--- src/rtl/cmd_decoder.sv ---
module cmd_decoder (
  input  logic       clk,
  input  logic       rst_n,
  input  logic [7:0] cmd_byte,
  input  logic       cmd_valid,
  output logic       cmd_ready,
  output logic [7:0] rsp_byte,
  output logic       rsp_valid,
  input  logic       rsp_ready,
  input  logic       cap_running,
  input  logic       cap_stopped,
  input  logic       cap_full,
  output logic       go_pulse,
  output logic       halt_pulse,
  output logic       clear_pulse,
  output logic       dump_raw_pulse,
  output logic       dump_text_pulse,
  output logic       ident_pulse
);

  localparam logic [7:0] CH_GO     = 8'h67;
  localparam logic [7:0] CH_HALT   = 8'h73;
  localparam logic [7:0] CH_CLEAR  = 8'h72;
  localparam logic [7:0] CH_RAW    = 8'h64;
  localparam logic [7:0] CH_TEXT   = 8'h44;
  localparam logic [7:0] CH_IDENT  = 8'h69;
  localparam logic [7:0] CH_STATUS = 8'h53;
  localparam int         ID_LEN    = 7;
  localparam int         IDX_W     = $clog2(ID_LEN + 1);

  function automatic logic [7:0] id_char(input logic [IDX_W-1:0] k);
    case (k)
      0: id_char = 8'h4C;
      1: id_char = 8'h4F;
      2: id_char = 8'h47;
      3: id_char = 8'h49;
      4: id_char = 8'h43;
      5: id_char = 8'h38;
      default: id_char = 8'h0A;
    endcase
  endfunction

  logic             accept;
  logic [7:0]       status_char;
  logic [IDX_W-1:0] id_idx;
  logic             id_active;

  assign cmd_ready   = ~rsp_valid;
  assign accept      = cmd_valid & cmd_ready;
  assign status_char = cap_full                    ? 8'h66 :
                       (cap_running & ~cap_stopped) ? 8'h72 : 8'h73;

  always_ff @(posedge clk or negedge rst_n) begin
    if (!rst_n) begin
      go_pulse        <= 1'b0;
      halt_pulse      <= 1'b0;
      clear_pulse     <= 1'b0;
      dump_raw_pulse  <= 1'b0;
      dump_text_pulse <= 1'b0;
      ident_pulse     <= 1'b0;
    end else begin
      go_pulse        <= accept && cmd_byte == CH_GO;
      halt_pulse      <= accept && cmd_byte == CH_HALT;
      clear_pulse     <= accept && cmd_byte == CH_CLEAR;
      dump_raw_pulse  <= accept && cmd_byte == CH_RAW;
      dump_text_pulse <= accept && cmd_byte == CH_TEXT;
      ident_pulse     <= accept && cmd_byte == CH_IDENT;
    end
  end

  always_ff @(posedge clk or negedge rst_n) begin
    if (!rst_n) begin
      rsp_valid <= 1'b0;
      rsp_byte  <= 8'h00;
      id_idx    <= '0;
      id_active <= 1'b0;
    end else if (accept && cmd_byte == CH_STATUS) begin
      rsp_valid <= 1'b1;
      rsp_byte  <= status_char;
      id_active <= 1'b0;
    end else if (accept && cmd_byte == CH_IDENT) begin
      rsp_valid <= 1'b1;
      rsp_byte  <= id_char('0);
      id_idx    <= IDX_W'(1);
      id_active <= 1'b1;
    end else if (rsp_valid && rsp_ready) begin
      if (id_active && id_idx != IDX_W'(ID_LEN)) begin
        rsp_byte <= id_char(id_idx);
        id_idx   <= id_idx + 1'b1;
      end else begin
        rsp_valid <= 1'b0;
        id_active <= 1'b0;
      end
    end
  end

endmodule

--- config.mk ---
export PLATFORM = sky130hd
export DESIGN_NAME = cmd_decoder
export DESIGN_NICKNAME = d
export VERILOG_FILES = /design/src/rtl/cmd_decoder.sv
export SDC_FILE = /design/constraint.sdc
export NUM_CORES = 1
export LEC_CHECK = 0
export BUFFER_PORTS_ARGS = -buffer_cell sky130_fd_sc_hd__buf_4
export CORE_MARGIN = 2
export CORE_UTILIZATION = 30
export CTS_CLUSTER_SIZE = 20
export DETAILED_ROUTE_END_ITERATION = 8
export SLEW_MARGIN = 20
export SYNTH_ARGS = -nofsm -noshare
export SYNTH_HDL_FRONTEND = slang
export SYNTH_SLANG_ARGS = --single-unit
--- constraint.sdc ---
create_clock -name clk -period 2 [get_ports clk]
set_input_delay 0.2 -clock clk [delete_from_list [all_inputs] [get_ports clk]]
set_output_delay 0.2 -clock clk [all_outputs]
set_load 0.05 [all_outputs]
=== Yosys cells after proc, flatten, opt, wreduce, memory -nomap -nowiden ===
Index checks and enable logic that the tools add are counted.

* Register bits after elaboration: 19
* Bits of input ports: 15

* Add/sub/neg operators: 1
* Eq/ne operators: 14
* Mux-type cells: 15
* Bitwise gates (word level): 5
* Reduce and logical (&&, ||, !) cells: 17

{| class="wikitable"
|+ Operators by type and width
! operator !! number
|-
| $eq 8x7->1 const B || 7
|-
| $pmux 7 s6 || 1
|-
| $mux 8 || 4
|-
| $logic_and 1x1->1 || 9
|-
| $mux 3 || 3
|-
| $eq 3x2->1 const B || 2
|-
| $eq 3x3->1 const B || 2
|-
| $mux 1 || 6
|-
| $ne 3x3->1 const B || 2
|-
| $reduce_bool 3->1 || 2
|-
| $mux 5 || 1
|-
| $reduce_and 2->1 || 2
|-
| $reduce_bool 2->1 || 2
|-
| $add 3x1->3 const B || 1
|-
| $eq 3x1->1 const B || 1
|-
| $logic_not 3->1 || 1
|-
| $not 1->1 || 3
|-
| $reduce_and 3->1 || 1
|-
| $and 1x1->1 || 2
|}

=== Logic depth before layout (Yosys ltp) ===
Gate-level depths: netlist of the first run.

* Depth after elaboration: 6
* Mapped depth: 7

=== Least setup slack after synthesis of the first run ===
Ideal clock, no wire load.

* Path kind: register -> register
* From: reg id_idx[0]
* To: reg rsp_byte[1]
* Library setup time: 0.126 ns
* Data arrival time: 1.570 ns
* Required time: 1.874 ns
* Slack: 0.303 ns
* Cell stages (with the launch flop): 6
* Clock period less this slack: 1.697 ns
* Path through: dfrtp_1 > ha_1 > ha_1 > nand4b_1 > clkbuf_1 > a311o_1

* Longest elaborated chain between the ends: 6
* Elaborated cells between the ends (all ways): 15
* Those cells by class: eq/ne: 6; mux: 5; reduce/logical: 4

{| class="wikitable"
|+ RTL lines
! what !! line !! RTL
|-
| start: declaration || 45 || <nowiki>logic [IDX_W-1:0] id_idx;</nowiki>
|-
| start signal: assignment || 89 || <nowiki>id_idx <= id_idx + 1'b1;</nowiki>
|-
| $eq 3x3->1 (tied with other cells) || 32 || <nowiki>case (k)</nowiki>
|-
| $pmux 7 s6 || 32 ||
|-
| $mux 8 || 87 || <nowiki>if (id_active && id_idx != IDX_W'(ID_LEN)) begin</nowiki>
|-
| $mux 8 || 86 || <nowiki>end else if (rsp_valid && rsp_ready) begin</nowiki>
|-
| $mux 8 || 81 || <nowiki>end else if (accept && cmd_byte == CH_IDENT) begin</nowiki>
|-
| $mux 8 || 77 || <nowiki>end else if (accept && cmd_byte == CH_STATUS) begin</nowiki>
|-
| end signal: assignment || 79 || <nowiki>rsp_byte <= status_char;</nowiki>
|-
| end signal: assignment || 83 || <nowiki>rsp_byte <= id_char('0);</nowiki>
|-
| end signal: assignment || 88 || <nowiki>rsp_byte <= id_char(id_idx);</nowiki>
|-
| end: declaration || 7 || <nowiki>output logic [7:0] rsp_byte,</nowiki>
|}

Parallel ways exist; a longest one is shown, timed or not. The select of a mux whose other input is x is not followed.
A chain may end at the register's enable or synchronous reset.

=== Worst setup path in the final report of the first run ===
* From: reg id_idx[0]
* To: reg rsp_byte[6]

Same word-level chain as after synthesis.

==> run_results.csv, run 1 <==
group,metric,value,unit
drt,antenna_violating_nets_post_route,0,
synthesis,syn_area_per_cell,9.74,um^2
critical_path,worstPathArrival,2010,ps
clocking,clockBufferDepth,2,
finish,nets,153,
finish,regArea,450,um^2
synthesis,synth.area.top_cells,"dfrtp_1 47%, ha_1 7.8%, nand2_1 3.9%",
synthesis,synth_top_area_share,46.7,%
sta,slew_viol_final,0,
finish,n_fill_cell,330,
drt,avgViaCountPerCell,4.89,
synthesis,yosysWarnings,0,
clocking,clock_latency,290,ps
hold_path,min_from,"cmd_byte[3]",
synthesis,synth_ff_type,"dfrtp_1",
synthesis,yosysMostFrequentCell,"dfrtp_1",
critical_path,crit_type,"reg -> reg",
clocking,cts_root_buffer,"clkbuf_4",
clocking,h-tree-depth,1,
critical_path,endpoint_kind,"flop",
global_routing,grtUsageTotal,13.0,%
sta,fmax,543,MHz
clocking,path_clk_slew,110,ps
synthesis,synth_commonest_cells,"18 x dfrtp_1, 10 x nand2_1, 7 x inv_1, 7 x nand3_1, 6 x ha_1",
critical_path,crit_fanout,4,
critical_path,cp.required,2160,ps
hold_path,hold_class,"in -> reg",
drt,vias,856,
sta,clock_skew,1.54,ps
sta,setup_violations,0,
run_status,status,"finished, final reports clean",
critical_path,start_kind,"flop",
finish,n_antenna_cell,0,
sta,tightestPinTransition,522,ps
synthesis,synth-seq-area-share,46.7,%
sta,hold_violations,0,
clocking,cts_made_buffers,3,
floorplan,ios,31,
power_and_ir_drop,ir_worst_vdd,0.363,mV
finish,final_layout_size_suffix_gt1_share,29.8,%
finish,area_delta_synth_final,31.9,%
flow_run,max_cap_violations,0,
global_routing,grt_pass1_wl,3.56,mm
floorplan,chipHeight,60.7,um
global_routing,grt_overflow,0,
synthesis,synth.distinct_cells,34,
drt,drt_iter0_markers,14,
global_routing,grt_max_degree,19,
placement,port_buffers,29,
floorplan,rows,20,
synthesis,ys_async_sr_fraction,100,%
drt,wire_per_inst,12.7,um
sta,relSlewSlack,64.3,%
floorplan,core_area,0.00305,mm^2
sta,rsz0062_at_grt,"no",
floorplan,start_util,31.6,%
critical_path,reg2reg_setup_slack,160,ps
synthesis,synth_seq_cells,18,
synthesis,synth_edf_count,0,
power_and_ir_drop,p_leak,0.655,nW
floorplan,chipWidth,60.7,um
synthesis,synth_nets,120,
sta,period_share,92.1,%
synthesis,netlist_area,965,um^2
drt,drt-total-wl,2.23,mm
sta,final.setup.tns,0,ps
clocking,cts_sinks,18,
critical_path,r2r_cells,5,
synthesis,synth_cells,99,
critical_path,rr_startpoint,"id_idx[0]$_DFFE_PN0P_",
floorplan,design.die.area,0.00369,mm^2
finish,multi_input_area,458,um^2
hold_path,whs_endpoint,"clear_pulse$_DFF_PN0_",
synthesis,synth_top_area_cell,"dfrtp_1",
placement,hpwl,1.73,mm
drt,drtPass1Iterations,4,
global_routing,antenna_found_initial,0,
critical_path,worst_r2r_endpoint,"rsp_byte[6]$_DFFE_PN0P_",
clocking,cts_resized,0,
placement,routabilityCongestion,0.753,
global_routing,grt_pass1_vias,771,
sta,period_needed,1840,ps
power_and_ir_drop,powerDensity,653,mW/mm^2
hold_path,holdPathStages,2,
clocking,tritoncts,"done",
drt,drc,0,
placement,dpl-instance-area,0.00123,mm^2
power_and_ir_drop,p_total,0.000831,W
finish,stdcell_area,0.00127,mm^2
worst max-delay path by stage:
| stage | cells past startpoint | to | slack [ps] | startpoint |
|---|---|---|---|---|
| global route | 5 | rsp_byte[6]$_DFFE_PN0P_ | 20 | id_idx[0]$_DFFE_PN0P_ |
| detailed placement | 5 | rsp_byte[6]$_DFFE_PN0P_ | 220 | id_idx[0]$_DFFE_PN0P_ |
| global placement | 5 | rsp_byte[6]$_DFFE_PN0P_ | 340 | id_idx[0]$_DFFE_PN0P_ |
| finish | 5 | rsp_byte[6]$_DFFE_PN0P_ | 160 | id_idx[0]$_DFFE_PN0P_ |
| floorplan | 5 | rsp_byte[1]$_DFFE_PN0P_ | 300 | id_idx[0]$_DFFE_PN0P_ |
| CTS | 5 | rsp_byte[6]$_DFFE_PN0P_ | 200 | id_idx[0]$_DFFE_PN0P_ |
area by class of cell:
type	count	area share [%]
flip-flops and latches	18	35.4
clock buffers	4	2.85
well taps	44	4.33
inverters	8	2.36
repair buffers	32	19.1
multi-input cells	69	36.0
state kept, by name (all words and copies together), names as in the netlist:
register	cells
rsp_byte	7
id_idx	3
clear_pulse	1
dump_raw_pulse	1
dump_text_pulse	1
go_pulse	1
halt_pulse	1
id_active	1
ident_pulse	1
rsp_valid	1
stage by stage:
step	hold WS, ps	setup WS [ps]	std cells	utilization [%]
final	65.6	157	175	41.7
after global routing	57.7	21.7	175	41.7
after CTS	58.7	196	175	41.7
after detailed placement	85.6	220	170	40.2
after global placement	83.0	336	170	40.2
after floorplan	-95.6	303	99	-
cells in the final DEF, fill, tap and decap left out, types with 2 or more instances in the layout:
cell type and count:
inv_1 7, a31oi_1 2, and3b_1 2, nand2_1 10
nor2_1 5, nand3_1 7, o21ai_0 3, a22oi_1 2
nor3b_1 3, nor3_1 4, ha_1 6, a21oi_1 5
clkbuf_4 3, dfrtp_1 18, buf_4 31, nor4b_1 3
and3_1 2
worst max-delay path: stages (launching register included):
cell and delay [ps]:
dfrtp_1 430, ha_1 240, ha_1 230, nand4b_1 200, a2111oi_0 530, a21oi_1 80
what timing repair did:
action                     4_1_cts  5_1_grt
buffers inserted                 0        0
hold buffers                     1        0
setup endpoints to repair        0        0
hold endpoints to repair        18        0
metal layers:
layer | global-route usage [%] | wire length [um]
met5 | 0 | 0
met3 | 4.05 | 157
met1 | 16.7 | 992
met2 | 21.5 | 1080
met4 | 2.80 | 0
where the power goes:
group	internal [W]	switching (W)
Clock	0.000111	0.000118
Sequential	0.000384	0.0000138
Combinational	0.0000786	0.000125
Total	0.000574	0.000257
logic make-up after synthesis:
family                     synth area share, %
and+or+nand+nor                           26.6
muxes                                     1.04
buffers and inverters                     5.84
adders and majority gates                 7.78
other                                    0.389
DFF                                       46.7
AOI/OAI and AO/OA                         11.7
Note: power is estimated with default switching activity, not from simulation.
==> run 2, diff against run 1 <==
--- a/config.mk
+++ b/config.mk
@@ -8,6 +8,7 @@
 export BUFFER_PORTS_ARGS = -buffer_cell sky130_fd_sc_hd__buf_4
 export CORE_MARGIN = 2
 export CORE_UTILIZATION = 30
+export CTS_BUF_LIST = sky130_fd_sc_hd__clkbuf_4 sky130_fd_sc_hd__clkbuf_8 sky130_fd_sc_hd__clkbuf_16
 export CTS_CLUSTER_SIZE = 20
 export DETAILED_ROUTE_END_ITERATION = 8
 export SLEW_MARGIN = 20
==> constraint.sdc (replaced) <==
create_clock -name clk -period 2 [get_ports clk]
set_input_delay 0.4 -clock clk [delete_from_list [all_inputs] [get_ports clk]]
set_output_delay 0.4 -clock clk [all_outputs]
set_load 0.05 [all_outputs]
==> run 2 against run 1 <==
Net effect:
- fmax is 4.1% higher
- worst hold slack improved by 200 ps
- worst setup slack improved by 72 ps
- register-to-register slack gained 70 ps
- combinational power hardly changed
- sequential share of layout area is 0.21 points lower
- die area stayed put
- sequential power about the same
==> run_results.csv, run 2 (synthesis gave the netlist of run 1 again) <==
group,metric,value,unit
placement,hpwl,1.68,mm
sta,slew_viol_final,0,
floorplan,core_area,0.00305,mm^2
floorplan,rows,20,
clocking,post_cts_buffers,0,
floorplan,start_util,31.6,%
finish,final_cell_mix,"32 x buf_4, 18 x dfrtp_1, 10 x nand2_1, 7 x inv_1, 7 x nand3_1",
flow_run,max_cap_violations,0,
global_routing,grt_overflow,0,
finish,area_delta_synth_final,32.7,%
sta,hold_ws,265,ps
power_and_ir_drop,p_leak,0.659,nW
clocking,cts_sinks,18,
run_status,status,"finished, final reports clean",
clocking,clockBufferDepth,2,
clocking,path_clk_slew,100,ps
global_routing,grt_pass1_vias,788,
drt,drt_iter0_markers,12,
sta,period_share,88.5,%
sta,rsz0062_at_grt,"no",
critical_path,start_kind,"flop",
critical_path,endpoint_kind,"flop",
floorplan,ios,31,
placement,dpl-instance-area,0.00123,mm^2
drt,drtPass1Iterations,4,
power_and_ir_drop,ir_worst_vdd,0.239,mV
finish,final_layout_size_suffix_gt1_share,30.3,%
drt,antenna_violating_nets_post_route,0,
finish,n_antenna_cell,0,
critical_path,cp.required,2220,ps
critical_path,crit_fanout,6,
global_routing,grt_pass1_wl,3.60,mm
clocking,cts_made_buffers,3,
finish,top_regs,"rsp_byte x7, id_idx x3",
placement,port_buffers,29,
clocking,cts_root_buffer,"clkbuf_4",
clocking,h-tree-depth,1,
clocking,tritoncts,"done",
critical_path,worstPathArrival,1990,ps
drt,drc,0,
power_and_ir_drop,powerDensity,648,mW/mm^2
clocking,clock_latency,300,ps
global_routing,grt_max_degree,19,
global_routing,grtUsageTotal,13.8,%
sta,setup_violations,0,
drt,wire_per_inst,12.4,um
drt,vias,844,
sta,clock_skew,3.07,ps
critical_path,crit_type,"reg -> reg",
finish,stdcell_area,0.00128,mm^2
finish,max_flop_register,"rsp_byte",
floorplan,chipWidth,60.7,um
floorplan,design.die.area,0.00369,mm^2
placement,routabilityCongestion,0.829,
drt,drt-total-wl,2.18,mm
hold_path,hold_class,"in -> reg",
sta,period_needed,1770,ps
drt,avgViaCountPerCell,4.80,
finish,nets,154,
finish,layout.cells.most_common,"buf_4",
floorplan,chipHeight,60.7,um
sta,hold_violations,0,
sta,fmax,565,MHz
sta,final.setup.tns,0,ps
global_routing,antenna_found_initial,0,
finish,largest_reg_flops,7,
-- run 2: cell count changes in the layout (fill, tap and decap cells not counted) --
cell   change
buf_4      +1
-- run 2: timing repair --
item	CTS	global route
hold endpoints to repair	18	0
hold buffers	1	0
gates resized for setup	0	0
-- run 2: cell type report --
type | instances | area [um^2]
Sequential cell | 18 | 450
Timing Repair Buffer | 33 | 250
Tap cell | 44 | 55.1
Inverter | 8 | 30.0
Clock buffer | 4 | 36.3
Fill cell | 313 | 1770
Multi-Input combinational cell | 69 | 458
-- run 2: per-stage QoR --
stage	setup slack [ps]	cells	util, %	total power [W]
after floorplan	303	99	-	0.000533
after global placement	285	171	40.4	0.000606
after detailed placement	248	171	40.4	0.000608
after CTS	225	176	41.9	0.000839
after global routing	102	176	41.9	0.000881
final	229	176	41.9	0.000829
-- run 2: critical path: stages, from the launching register on --
cell and delay (ps):
dfrtp_1 430, ha_1 240, ha_1 220, nand4b_1 240
buf_4 200, nor3_1 160, a21oi_1 60, a22oi_1 150
-- run 2: routing by layer --
layer / GRT usage [%] / vias to the layer above / routed length [um] / part of all wire [%]
met2: 20.7 / 34 / 1000 / 46
met4: 8.07 / 0 / 47 / 2.2
met1: 17.9 / 387 / 1000 / 46
met5: 0 / - / 0 / 0
li1: - / 419 / - / -
met3: 3.62 / 4 / 129 / 5.9
-- run 2: report_power, final --
part	total [W]	internal (W)	switching [W]
clock	0.000228	0.000111	0.000117
combinational	0.000202	0.0000786	0.000123
sequential	0.000399	0.000384	0.0000145
-- run 2: worst paths after layout --
kind | startpoint | cells after the start | end | slack [ps]
min in group asynchronous | rst_n | 2 | ident_pulse$_DFF_PN0_ | 500
min | cmd_byte[3] | 2 | clear_pulse$_DFF_PN0_ | 260
min reg2reg | rsp_byte[5]$_DFFE_PN0P_ | 2 | rsp_byte[5]$_DFFE_PN0P_ | 510
max in group asynchronous | rst_n | 2 | rsp_byte[3]$_DFFE_PN0P_ | 1300
max reg2reg | id_idx[0]$_DFFE_PN0P_ | 7 | rsp_byte[2]$_DFFE_PN0P_ | 230
max | id_idx[0]$_DFFE_PN0P_ | 7 | rsp_byte[2]$_DFFE_PN0P_ | 230
